--- src/rtl/dslp_clk_pkg.sv ---
package dslp_clk_pkg;
  localparam int REG_W         = 32;
  localparam int DIV_W         = 10;
  localparam int SRC_W         = 4;
  localparam int DIV_LSB       = 0;
  localparam int SRC_LSB       = 20;
  localparam int MAIN_KEEP_BIT = 30;
  localparam int INT_PD_BIT    = 31;
  localparam int SYNC_STAGES   = 2;

  localparam logic [SRC_W-1:0] SRC_MAIN = SRC_W'(3);
  localparam logic [SRC_W-1:0] SRC_INT  = SRC_W'(0);

  typedef enum logic [1:0] {
    MODE_RUN   = 2'b00,
    MODE_SLEEP = 2'b01,
    MODE_DEEP  = 2'b10,
    MODE_RSVD  = 2'b11
  } pmode_e;

  typedef struct packed {
    logic             int_pd;
    logic             main_keep;
    logic [SRC_W-1:0] src;
    logic [DIV_W-1:0] div;
  } dscfg_t;

  function automatic logic [REG_W-1:0] writable_mask();
    logic [REG_W-1:0] m;
    m = '0;
    for (int i = 0; i < DIV_W; i++) m[DIV_LSB + i] = 1'b1;
    for (int i = 0; i < SRC_W; i++) m[SRC_LSB + i] = 1'b1;
    m[MAIN_KEEP_BIT] = 1'b1;
    m[INT_PD_BIT]    = 1'b1;
    return m;
  endfunction
endpackage

--- src/rtl/dslp_rst_sync.sv ---
module dslp_rst_sync
  import dslp_clk_pkg::*;
(
  input  logic clk,
  input  logic rst_n,
  output logic rst_n_sync
);
  logic [SYNC_STAGES-1:0] stage_q;

  always_ff @(posedge clk or negedge rst_n) begin
    if (!rst_n) stage_q <= '0;
    else        stage_q <= {stage_q[SYNC_STAGES-2:0], 1'b1};
  end

  assign rst_n_sync = stage_q[SYNC_STAGES-1];
endmodule

--- src/rtl/dslp_cfg_reg.sv ---
module dslp_cfg_reg
  import dslp_clk_pkg::*;
(
  input  logic             clk,
  input  logic             rst_n,
  input  logic             we,
  input  logic [REG_W-1:0] wdata,
  output dscfg_t           cfg,
  output logic [REG_W-1:0] rdata
);
  localparam logic [REG_W-1:0] WMASK = writable_mask();

  dscfg_t cfg_q, cfg_d;

  always_comb begin
    cfg_d.div       = wdata[DIV_LSB +: DIV_W];
    cfg_d.src       = wdata[SRC_LSB +: SRC_W];
    cfg_d.main_keep = wdata[MAIN_KEEP_BIT];
    cfg_d.int_pd    = wdata[INT_PD_BIT];
  end

  always_ff @(posedge clk or negedge rst_n) begin
    if (!rst_n)  cfg_q <= '0;
    else if (we) cfg_q <= cfg_d;
  end

  always_comb begin
    rdata                       = '0;
    rdata[DIV_LSB +: DIV_W]     = cfg_q.div;
    rdata[SRC_LSB +: SRC_W]     = cfg_q.src;
    rdata[MAIN_KEEP_BIT]        = cfg_q.main_keep;
    rdata[INT_PD_BIT]           = cfg_q.int_pd;
  end

  assign cfg = cfg_q;

  // a write lands masked on the read port one edge later
  a_r2_write_masked: assert property (@(posedge clk) disable iff (!rst_n)
    we |=> (rdata == ($past(wdata) & WMASK)));
  // without a write the word does not move
  a_r2_hold_no_write: assert property (@(posedge clk) disable iff (!rst_n)
    !we |=> $stable(rdata));
endmodule

--- src/rtl/dslp_osc_pwr.sv ---
module dslp_osc_pwr
  import dslp_clk_pkg::*;
(
  input  logic             clk,
  input  logic             rst_n,
  input  pmode_e           mode,
  input  logic             pd_req,
  input  logic             main_keep,
  input  logic             int_pd,
  input  logic [SRC_W-1:0] src,
  output logic             main_en,
  output logic             int_en
);
  logic in_deep;

  always_comb begin
    in_deep = (mode == MODE_DEEP);
    unique case ({pd_req, main_keep})
      2'b00:   main_en = !in_deep || (src == SRC_MAIN);
      2'b01:   main_en = 1'b1;
      2'b10:   main_en = 1'b0;
      default: main_en = 1'b1;
    endcase
    int_en = !(in_deep && int_pd);
  end

  // the keep-alive bit always wins
  a_r6_keep_forces_on: assert property (@(posedge clk) disable iff (!rst_n)
    main_keep |-> main_en);
  // a power-down request without keep-alive shuts the oscillator
  a_r5_pd_forces_off: assert property (@(posedge clk) disable iff (!rst_n)
    (pd_req && !main_keep) |-> !main_en);
  // the internal oscillator is only ever shut in deep sleep
  a_r7_int_on_outside_deep: assert property (@(posedge clk) disable iff (!rst_n)
    (mode != MODE_DEEP) |-> int_en);
endmodule

--- src/rtl/dslp_src_sel.sv ---
module dslp_src_sel
  import dslp_clk_pkg::*;
(
  input  logic             clk,
  input  logic             rst_n,
  input  pmode_e           mode,
  input  logic [SRC_W-1:0] src,
  input  logic [DIV_W-1:0] div,
  input  logic             int_pd,
  input  logic             rs_main,
  output logic [SRC_W-1:0] ds_src,
  output logic [DIV_W-1:0] ds_div,
  output logic             hazard
);
  logic             in_deep, entry, fallback;
  logic             prev_deep_q;
  logic [SRC_W-1:0] eff_src;
  logic [SRC_W-1:0] src_q, src_d;
  logic [DIV_W-1:0] div_q, div_d;

  always_comb begin
    in_deep  = (mode == MODE_DEEP);
    entry    = in_deep && !prev_deep_q;
    fallback = (src == SRC_MAIN) && !rs_main;
    hazard   = fallback && int_pd;
    eff_src  = (fallback && !int_pd) ? SRC_INT : src;
    src_d    = entry ? eff_src : src_q;
    div_d    = entry ? div     : div_q;
  end

  always_ff @(posedge clk or negedge rst_n) begin
    if (!rst_n) begin
      prev_deep_q <= 1'b0;
      src_q       <= '0;
      div_q       <= '0;
    end else begin
      prev_deep_q <= in_deep;
      src_q       <= src_d;
      div_q       <= div_d;
    end
  end

  assign ds_src = src_q;
  assign ds_div = div_q;

  // staying in deep sleep never changes the captured settings
  a_r8_hold_in_deep: assert property (@(posedge clk) disable iff (!rst_n)
    (in_deep && prev_deep_q) |=> ($stable(ds_src) && $stable(ds_div)));
  // outside deep sleep the captured settings hold
  a_r8_hold_outside: assert property (@(posedge clk) disable iff (!rst_n)
    !in_deep |=> ($stable(ds_src) && $stable(ds_div)));
  // fallback entry yields the internal oscillator code
  a_r9_fallback_int: assert property (@(posedge clk) disable iff (!rst_n)
    (entry && src == SRC_MAIN && !rs_main && !int_pd) |=> (ds_src == SRC_INT));
  // a hazardous entry keeps the main-oscillator code
  a_r10_hazard_keeps_main: assert property (@(posedge clk) disable iff (!rst_n)
    (entry && hazard) |=> (ds_src == SRC_MAIN));
endmodule

--- src/rtl/dslp_clk_ctrl.sv ---
module dslp_clk_ctrl
  import dslp_clk_pkg::*;
(
  input  logic             clk,
  input  logic             rst_n,
  input  logic             cfg_we,
  input  logic [31:0]      cfg_wdata,
  output logic [31:0]      cfg_rdata,
  input  logic [1:0]       mode_i,
  input  logic             mosc_pd_i,
  input  logic             rs_main_i,
  output logic             main_osc_en_o,
  output logic             int_osc_en_o,
  output logic [3:0]       ds_src_o,
  output logic [9:0]       ds_div_o,
  output logic             exit_hazard_o
);
  logic   rst_n_sync;
  dscfg_t cfg;
  pmode_e mode;

  assign mode = pmode_e'(mode_i);

  dslp_rst_sync u_rst (
    .clk        (clk),
    .rst_n      (rst_n),
    .rst_n_sync (rst_n_sync)
  );

  dslp_cfg_reg u_cfg (
    .clk   (clk),
    .rst_n (rst_n_sync),
    .we    (cfg_we),
    .wdata (cfg_wdata),
    .cfg   (cfg),
    .rdata (cfg_rdata)
  );

  dslp_osc_pwr u_pwr (
    .clk       (clk),
    .rst_n     (rst_n_sync),
    .mode      (mode),
    .pd_req    (mosc_pd_i),
    .main_keep (cfg.main_keep),
    .int_pd    (cfg.int_pd),
    .src       (cfg.src),
    .main_en   (main_osc_en_o),
    .int_en    (int_osc_en_o)
  );

  dslp_src_sel u_sel (
    .clk     (clk),
    .rst_n   (rst_n_sync),
    .mode    (mode),
    .src     (cfg.src),
    .div     (cfg.div),
    .int_pd  (cfg.int_pd),
    .rs_main (rs_main_i),
    .ds_src  (ds_src_o),
    .ds_div  (ds_div_o),
    .hazard  (exit_hazard_o)
  );

  // the spare mode code behaves as run for the main oscillator
  a_r11_spare_is_run: assert property (@(posedge clk) disable iff (!rst_n_sync)
    (mode_i == 2'b11 && !mosc_pd_i) |-> (main_osc_en_o && int_osc_en_o));
  // the captured outputs sit at zero straight out of reset
  a_r1_reset_zero: assert property (@(posedge clk)
    !rst_n_sync |-> (ds_src_o == '0 && ds_div_o == '0 && cfg_rdata == '0));
endmodule

--- config.mk ---
export PLATFORM = sky130hd
export DESIGN_NAME = dslp_clk_ctrl
export DESIGN_NICKNAME = d
export VERILOG_FILES = /design/src/rtl/dslp_clk_pkg.sv /design/src/rtl/dslp_rst_sync.sv /design/src/rtl/dslp_cfg_reg.sv /design/src/rtl/dslp_osc_pwr.sv /design/src/rtl/dslp_src_sel.sv /design/src/rtl/dslp_clk_ctrl.sv
export SDC_FILE = /design/constraint.sdc
export NUM_CORES = 1
export LEC_CHECK = 0
export CAP_MARGIN = 25
export CORE_MARGIN = 5
export CORE_UTILIZATION = 41
export CTS_BUF_LIST = sky130_fd_sc_hd__clkbuf_8
export CTS_CLUSTER_DIAMETER = 80
export CTS_CLUSTER_SIZE = 8
export DETAILED_ROUTE_END_ITERATION = 12
export PLACE_DENSITY = 0.95
export SLEW_MARGIN = 20
export SYNTH_ARGS = -nofsm -noshare
export SYNTH_HDL_FRONTEND = slang
export SYNTH_SLANG_ARGS = --single-unit
--- constraint.sdc ---
create_clock -name clk -period 1.9 [get_ports clk]
set_input_delay 0.38 -clock clk [delete_from_list [all_inputs] [get_ports clk]]
set_output_delay 0.38 -clock clk [all_outputs]
set_load 0.01 [all_outputs]
==> results of run 1 <==
[cell families (layout without fill, tap and decap cells)]
group	count (synthesis)	after routing	synth area share
muxes	28	28	0.2371
and+or+nand+nor	9	9	0.04829
other	2	17	0.005270
buffers and inverters	23	70	0.1176
AOI/OAI and AO/OA	3	3	0.01229
DFF	33	33	0.5795
[cell usage after synthesis, drive strengths merged]
master   number  share of area
nor3          1         0.0035
a21oi         1         0.0035
inv           2         0.0053
o22ai         2         0.0088
conb          2         0.0053
dfrtp        33           0.58
nand4bb       1         0.0079
nor3b         2          0.018
or2           1         0.0044
nand2         3         0.0079
mux2         28           0.24
buf          21           0.11
and2b         1         0.0061
[routing by layer]
layer	global-route usage	part of all wire	up-vias
li1	-	-	417
met1	0.1426	0.36	433
met2	0.2571	0.51	57
met3	0.07780	0.12	2
met4	0.05109	0.0049	0
met5	0	0	-
[stage by stage]
| step | hold slack (ns) | power, mW | cell area, um^2 | instances | TNS, ns |
|---|---|---|---|---|---|
| 2_1_floorplan | 0.08441 | 1.117 | 1481 | 113 | 0 |
| 3_3_place_gp | 0.2480 | 1.373 | 1987 | 199 | -0.6013 |
| 3_5_place_dp | 0.2601 | 1.398 | 1987 | 199 | -0.6747 |
| 4_1_cts | 0.2511 | 1.932 | 2072 | 206 | 0 |
| 5_1_grt | 0.2447 | 2.016 | 2090 | 206 | 0 |
| 6_report | 0.2471 | 1.908 | 2090 | 206 | 0 |
[registers in the layout, summed over array words and instances (netlist names)]
signal and flops:
u_rst.stage_q 2, u_sel.ds_src 4, u_sel.ds_div 10, u_cfg.cfg 16, u_sel.prev_deep_q 1
[power by group through the flow]
stage	Clock, mW	Sequential, mW	Combinational (mW)
global route	0.580	0.897	0.538
floorplan	0	0.930	0.187
CTS	0.544	0.880	0.507
detailed placement	0	0.891	0.507
global placement	0	0.880	0.493
finish	0.527	0.879	0.502
[layout make-up]
type / count / area, um^2 / area share
clock inverter: 1 / 7.507 / 0.003593
multi-input combinational: 57 / 509.2 / 0.2437
inverter: 2 / 7.507 / 0.003593
tap: 46 / 57.56 / 0.02754
sequential: 33 / 825.8 / 0.3952
timing repair buffer: 61 / 599.3 / 0.2868
clock buffer: 6 / 82.58 / 0.03952
[final timing paths]
check	depth (start not counted)	to	startpoint
worst max-delay path	5	main_osc_en_o	mode_i[0]
worst min-delay path	0	u_sel.ds_src[3]$_DFFE_PN0P_	u_rst.stage_q[1]$_DFF_PN0_
worst max register to register	3	u_sel.ds_div[8]$_DFFE_PN0P_	u_sel.prev_deep_q$_DFF_PN0_
worst min register to register	0	u_sel.ds_src[3]$_DFFE_PN0P_	u_rst.stage_q[1]$_DFF_PN0_
max in group asynchronous	1	u_cfg.cfg[0]$_DFFE_PN0P_	u_rst.stage_q[1]$_DFF_PN0_
min in group clk	0	u_rst.stage_q[1]$_DFF_PN0_	u_rst.stage_q[0]$_DFF_PN0_
[worst reg2reg max path: stages (launching register included)]
cell and delay, ns:
dfrtp_1 0.40, nor3b_4 0.21, buf_12 0.19, mux2_2 0.35
[what timing repair did]
item	in CTS	in global routing
resized for setup	8	4
endpoints found under the setup margin	3	3
setup buffers	0	0
==> impl_metrics.yaml, run 1 <==
pwr:
  pwr-share-comb: 0.263
  p_int_mw: 1.416
  p_clk_frac: 0.276
  powerDensity_mw_per_mm2: 913.1
  p_sw_uw: 491.5
  p_sw_frac: 0.2576
  peakVddDrop_mv: 0.4941
  power_frac_seq: 0.461
  leakage_nw: 0.9137
routing:
  routed_wl_um: 3060
  vias_per_cell: 4.413
  vias: 909
  wl_per_cell_um: 14.85
  drc: 0
  drt_iter0_drc: 23
  ant_nets: 0
  drtPass1Iterations: 4
logic_synthesis:
  ys_types: 17
  yosysSeqAreaShare: 0.5795
  netlist_area_mm2: 0.001425
  syn_inst: 98
  syn_area_per_cell_um2: 14.54
  synth_warnings: 0
  ys_ff_latch: 33
sta:
  period_needed_ns: 1.874
  fmax_mhz: 533.6
  skew_ns: 0.004271
  worst_slew_pin_slew_ns: 0.5974
  setup_ws_ns: 0.02585
  slew_headroom: 0.6017
  setup_viol: 0
  rsz0062_at_grt: "no"
  report.final.slew_viol_count: 0
  hold_violations: 0
  timing.final.crit_share: 0.9864
setup_path:
  slowest_stage: "clkdlybuf4s50_1"
  cpLargestDelayFamily: "buffers and inverters"
  cp-end-kind: "primary output"
  worstPathCellList: "clkdlybuf4s50_1, and2b_2, a21oi_1, or2_2, buf_2"
  cp.arrival_ns: 1.49
  worst_setup_path_start_kind: "input port"
  worstPathBufferInverterCount: 2
  crit_path_max_incr_delay_ns: 0.42
  crit_type: "in -> out"
  critPathMaxFanout: 2
  required_ns: 1.52
  rrSetupSlack_ns: 0.64
final_layout:
  drive_gt1_frac: 0.3000
  area_delta_synth_final_pct: 46.62
  final_common_cell: "clkdlybuf4s50_1"
  fillers: 268
  num_antenna_cells: 0
  final_cell_mix: "clkdlybuf4s50_1, dfrtp_1, mux2_2, conb_1"
  nets: 199
  fin_util: 0.6213
cts:
  cts_buffers: 5
  holdBufCountCts: 0
  clock_sinks: 33
  cts_root_buf: "clkbuf_8"
  cts.htree.levels: 2
  path_clk_slew_ns: 0.06
  clock_path_buffers: 2
  clock_latency_ns: 0.28
  tritoncts: "yes"
global_routing:
  grt_use_total: 0.1451
  antenna_found_initial: 0
  overflow: 0
  grt_first_pass_wirelength_um: 4816
  grt_max_degree: 17
  grt_pass1_vias: 982
placed_design:
  dp_hpwl_um: 2347
  place.gp.congestion: 0.7177
  dp_slack_ns: -0.3155
  io_buffers: 55
floorplan:
  start_util: 0.4237
  die_y_um: 68.96
  core-area_mm2: 0.003363
  dieArea_mm2: 0.004755
  num_rows: 21
  ios: 88
  die_w_um: 68.96
status:
  status: "completed"
min_path:
  holdCritPathClass: "reg -> async"
job:
  cap_violations: 0
Power figures use the tool's default switching activity.
==> inputs of run 2 (changes only) <==
- CORE_UTILIZATION: 41 -> 38
- CTS_CLUSTER_SIZE: 8 -> 16
- PLACE_DENSITY: 0.95 -> 0.89
- clock period: 1.9 -> 1.85 ns (I/O delays scaled with it)
==> run 2 against run 1 <==
Effect of this change:
- routed wire length rose by 9.6%
- highest routed layer unchanged
- largest power group unchanged
- sequential power rose by 3.1%
- non-clock buffer count rose by 4
- critical endpoint is now exit_hazard_o
- register-to-register slack got worse by 0.05 ns
==> impl_metrics.yaml, run 2 (synthesis results as in run 1) <==
cts:
  cts_setup_buffers: 0
  cts_root_buf: "clkbuf_8"
  path_clk_slew_ns: 0.06
  clock_latency_ns: 0.28
  postCtsResizedCells: 10
  clock_path_buffers: 2
  cts.htree.levels: 2
  clock_sinks: 33
  tritoncts: "yes"
  cts_buffers: 5
  holdBufCountCts: 0
global_routing:
  grt_max_degree: 17
  grt_first_pass_wirelength_um: 5223
  grt_use_total: 0.1359
  overflow: 0
  antenna_found_initial: 0
  grt_pass1_vias: 1081
sta:
  worst_slew_pin_slew_ns: 0.6736
  slew_headroom: 0.5509
  timing.hold.ws_ns: 0.2465
  fmax_mhz: 570.6
  period_needed_ns: 1.753
  setup_ws_ns: 0.09731
  hold_violations: 0
  report.final.slew_viol_count: 0
  skew_ns: 0.006477
  rsz0062_at_grt: "no"
  setup_viol: 0
  timing.final.crit_share: 0.9474
routing:
  highest_layer: "met4"
  vias_per_cell: 4.472
  drtPass1Iterations: 2
  dr_wl_met3_um: 306
  wl_met1_um: 1262
  drt_iter0_drc: 20
  vias: 948
  ant_nets: 0
  wl_per_cell_um: 15.82
  drc: 0
  wl_met2_um: 1731
  routed_wl_um: 3353
floorplan:
  num_rows: 22
  core-area_mm2: 0.003661
  dieArea_mm2: 0.005075
  start_util: 0.3893
  ios: 88
  die_w_um: 71.24
  die_y_um: 71.24
setup_path:
  worst_setup_path_start_kind: "flip-flop"
  cp.arrival_ns: 1.38
  required_ns: 1.48
  crit_type: "reg -> out"
  cp-end-kind: "primary output"
  critPathMaxFanout: 3
min_path:
  holdCritPathClass: "in -> async"
placed_design:
  place.gp.congestion: 0.7160
  dp_slack_ns: -0.3815
  dp_hpwl_um: 2539
  dp_cells: 205
  io_buffers: 55
final_layout:
  final_cell_mix: "clkdlybuf4s50_1, dfrtp_1, mux2_2, conb_1, buf_4"
  final_common_cell: "clkdlybuf4s50_1"
  num_antenna_cells: 0
  area_delta_synth_final_pct: 51.45
  drive_gt1_frac: 0.3110
  final_cells: 212
  nets: 203
  largest_reg_flops: 16
  fin_util: 0.5895
job:
  cap_violations: 0
pwr:
  powerDensity_mw_per_mm2: 920.6
  leakage_nw: 0.9444
  p_total_mw: 1.987
  peakVddDrop_mv: 0.4853
status:
  status: "completed"
[run 2: power by group]
group / switching (mW) / internal [mW]
sequential: 0.0782 / 0.828
clock: 0.250 / 0.294
combinational: 0.187 / 0.351
total: 0.515 / 1.47
[run 2: worst paths after layout]
check	startpoint	slack [ns]	to	cells after the start
max	u_cfg.cfg[13]$_DFFE_PN0P_	0.1	exit_hazard_o	3
min	rst_n	0.25	u_rst.stage_q[0]$_DFF_PN0_	1
max reg2reg	u_sel.prev_deep_q$_DFF_PN0_	0.59	u_sel.ds_div[5]$_DFFE_PN0P_	3
min reg2reg	u_rst.stage_q[1]$_DFF_PN0_	0.28	u_cfg.cfg[5]$_DFFE_PN0P_	0
min in group clk	u_rst.stage_q[0]$_DFF_PN0_	0.36	u_rst.stage_q[1]$_DFF_PN0_	0
max in group asynchronous	u_rst.stage_q[1]$_DFF_PN0_	1.05	u_cfg.cfg[4]$_DFFE_PN0P_	1
[run 2: layout make-up]
type / instances / area [um^2]
Fill cell: 317 / 1503
Sequential cell: 33 / 825.8
Timing Repair Buffer: 65 / 665.6
Multi-Input combinational cell: 57 / 509.2
Clock buffer: 6 / 82.58
Tap cell: 48 / 60.06
Clock inverter: 1 / 7.507
Inverter: 2 / 7.507
[run 2: per-layer routing]
| layer | track usage | vias to the layer above |
|---|---|---|
| li1 | - | 429 |
| met2 | 0.2327 | 51 |
| met1 | 0.1445 | 462 |
| met3 | 0.05750 | 6 |
| met5 | 0 | - |
| met4 | 0.06263 | 0 |
[run 2: critical path, cell delays in order (launching register included)]
cell and delay (ns):
dfrtp_1 0.39, nand4bb_4 0.25, nor3b_2 0.19, clkdlybuf4s15_1 0.27
[run 2: per-stage QoR]
stage / TNS (ns) / area, um^2
2_1_floorplan: 0 / 1481
3_3_place_gp: -0.7095 / 2044
3_5_place_dp: -0.8868 / 2044
4_1_cts: 0 / 2148
5_1_grt: 0 / 2158
6_report: 0 / 2158
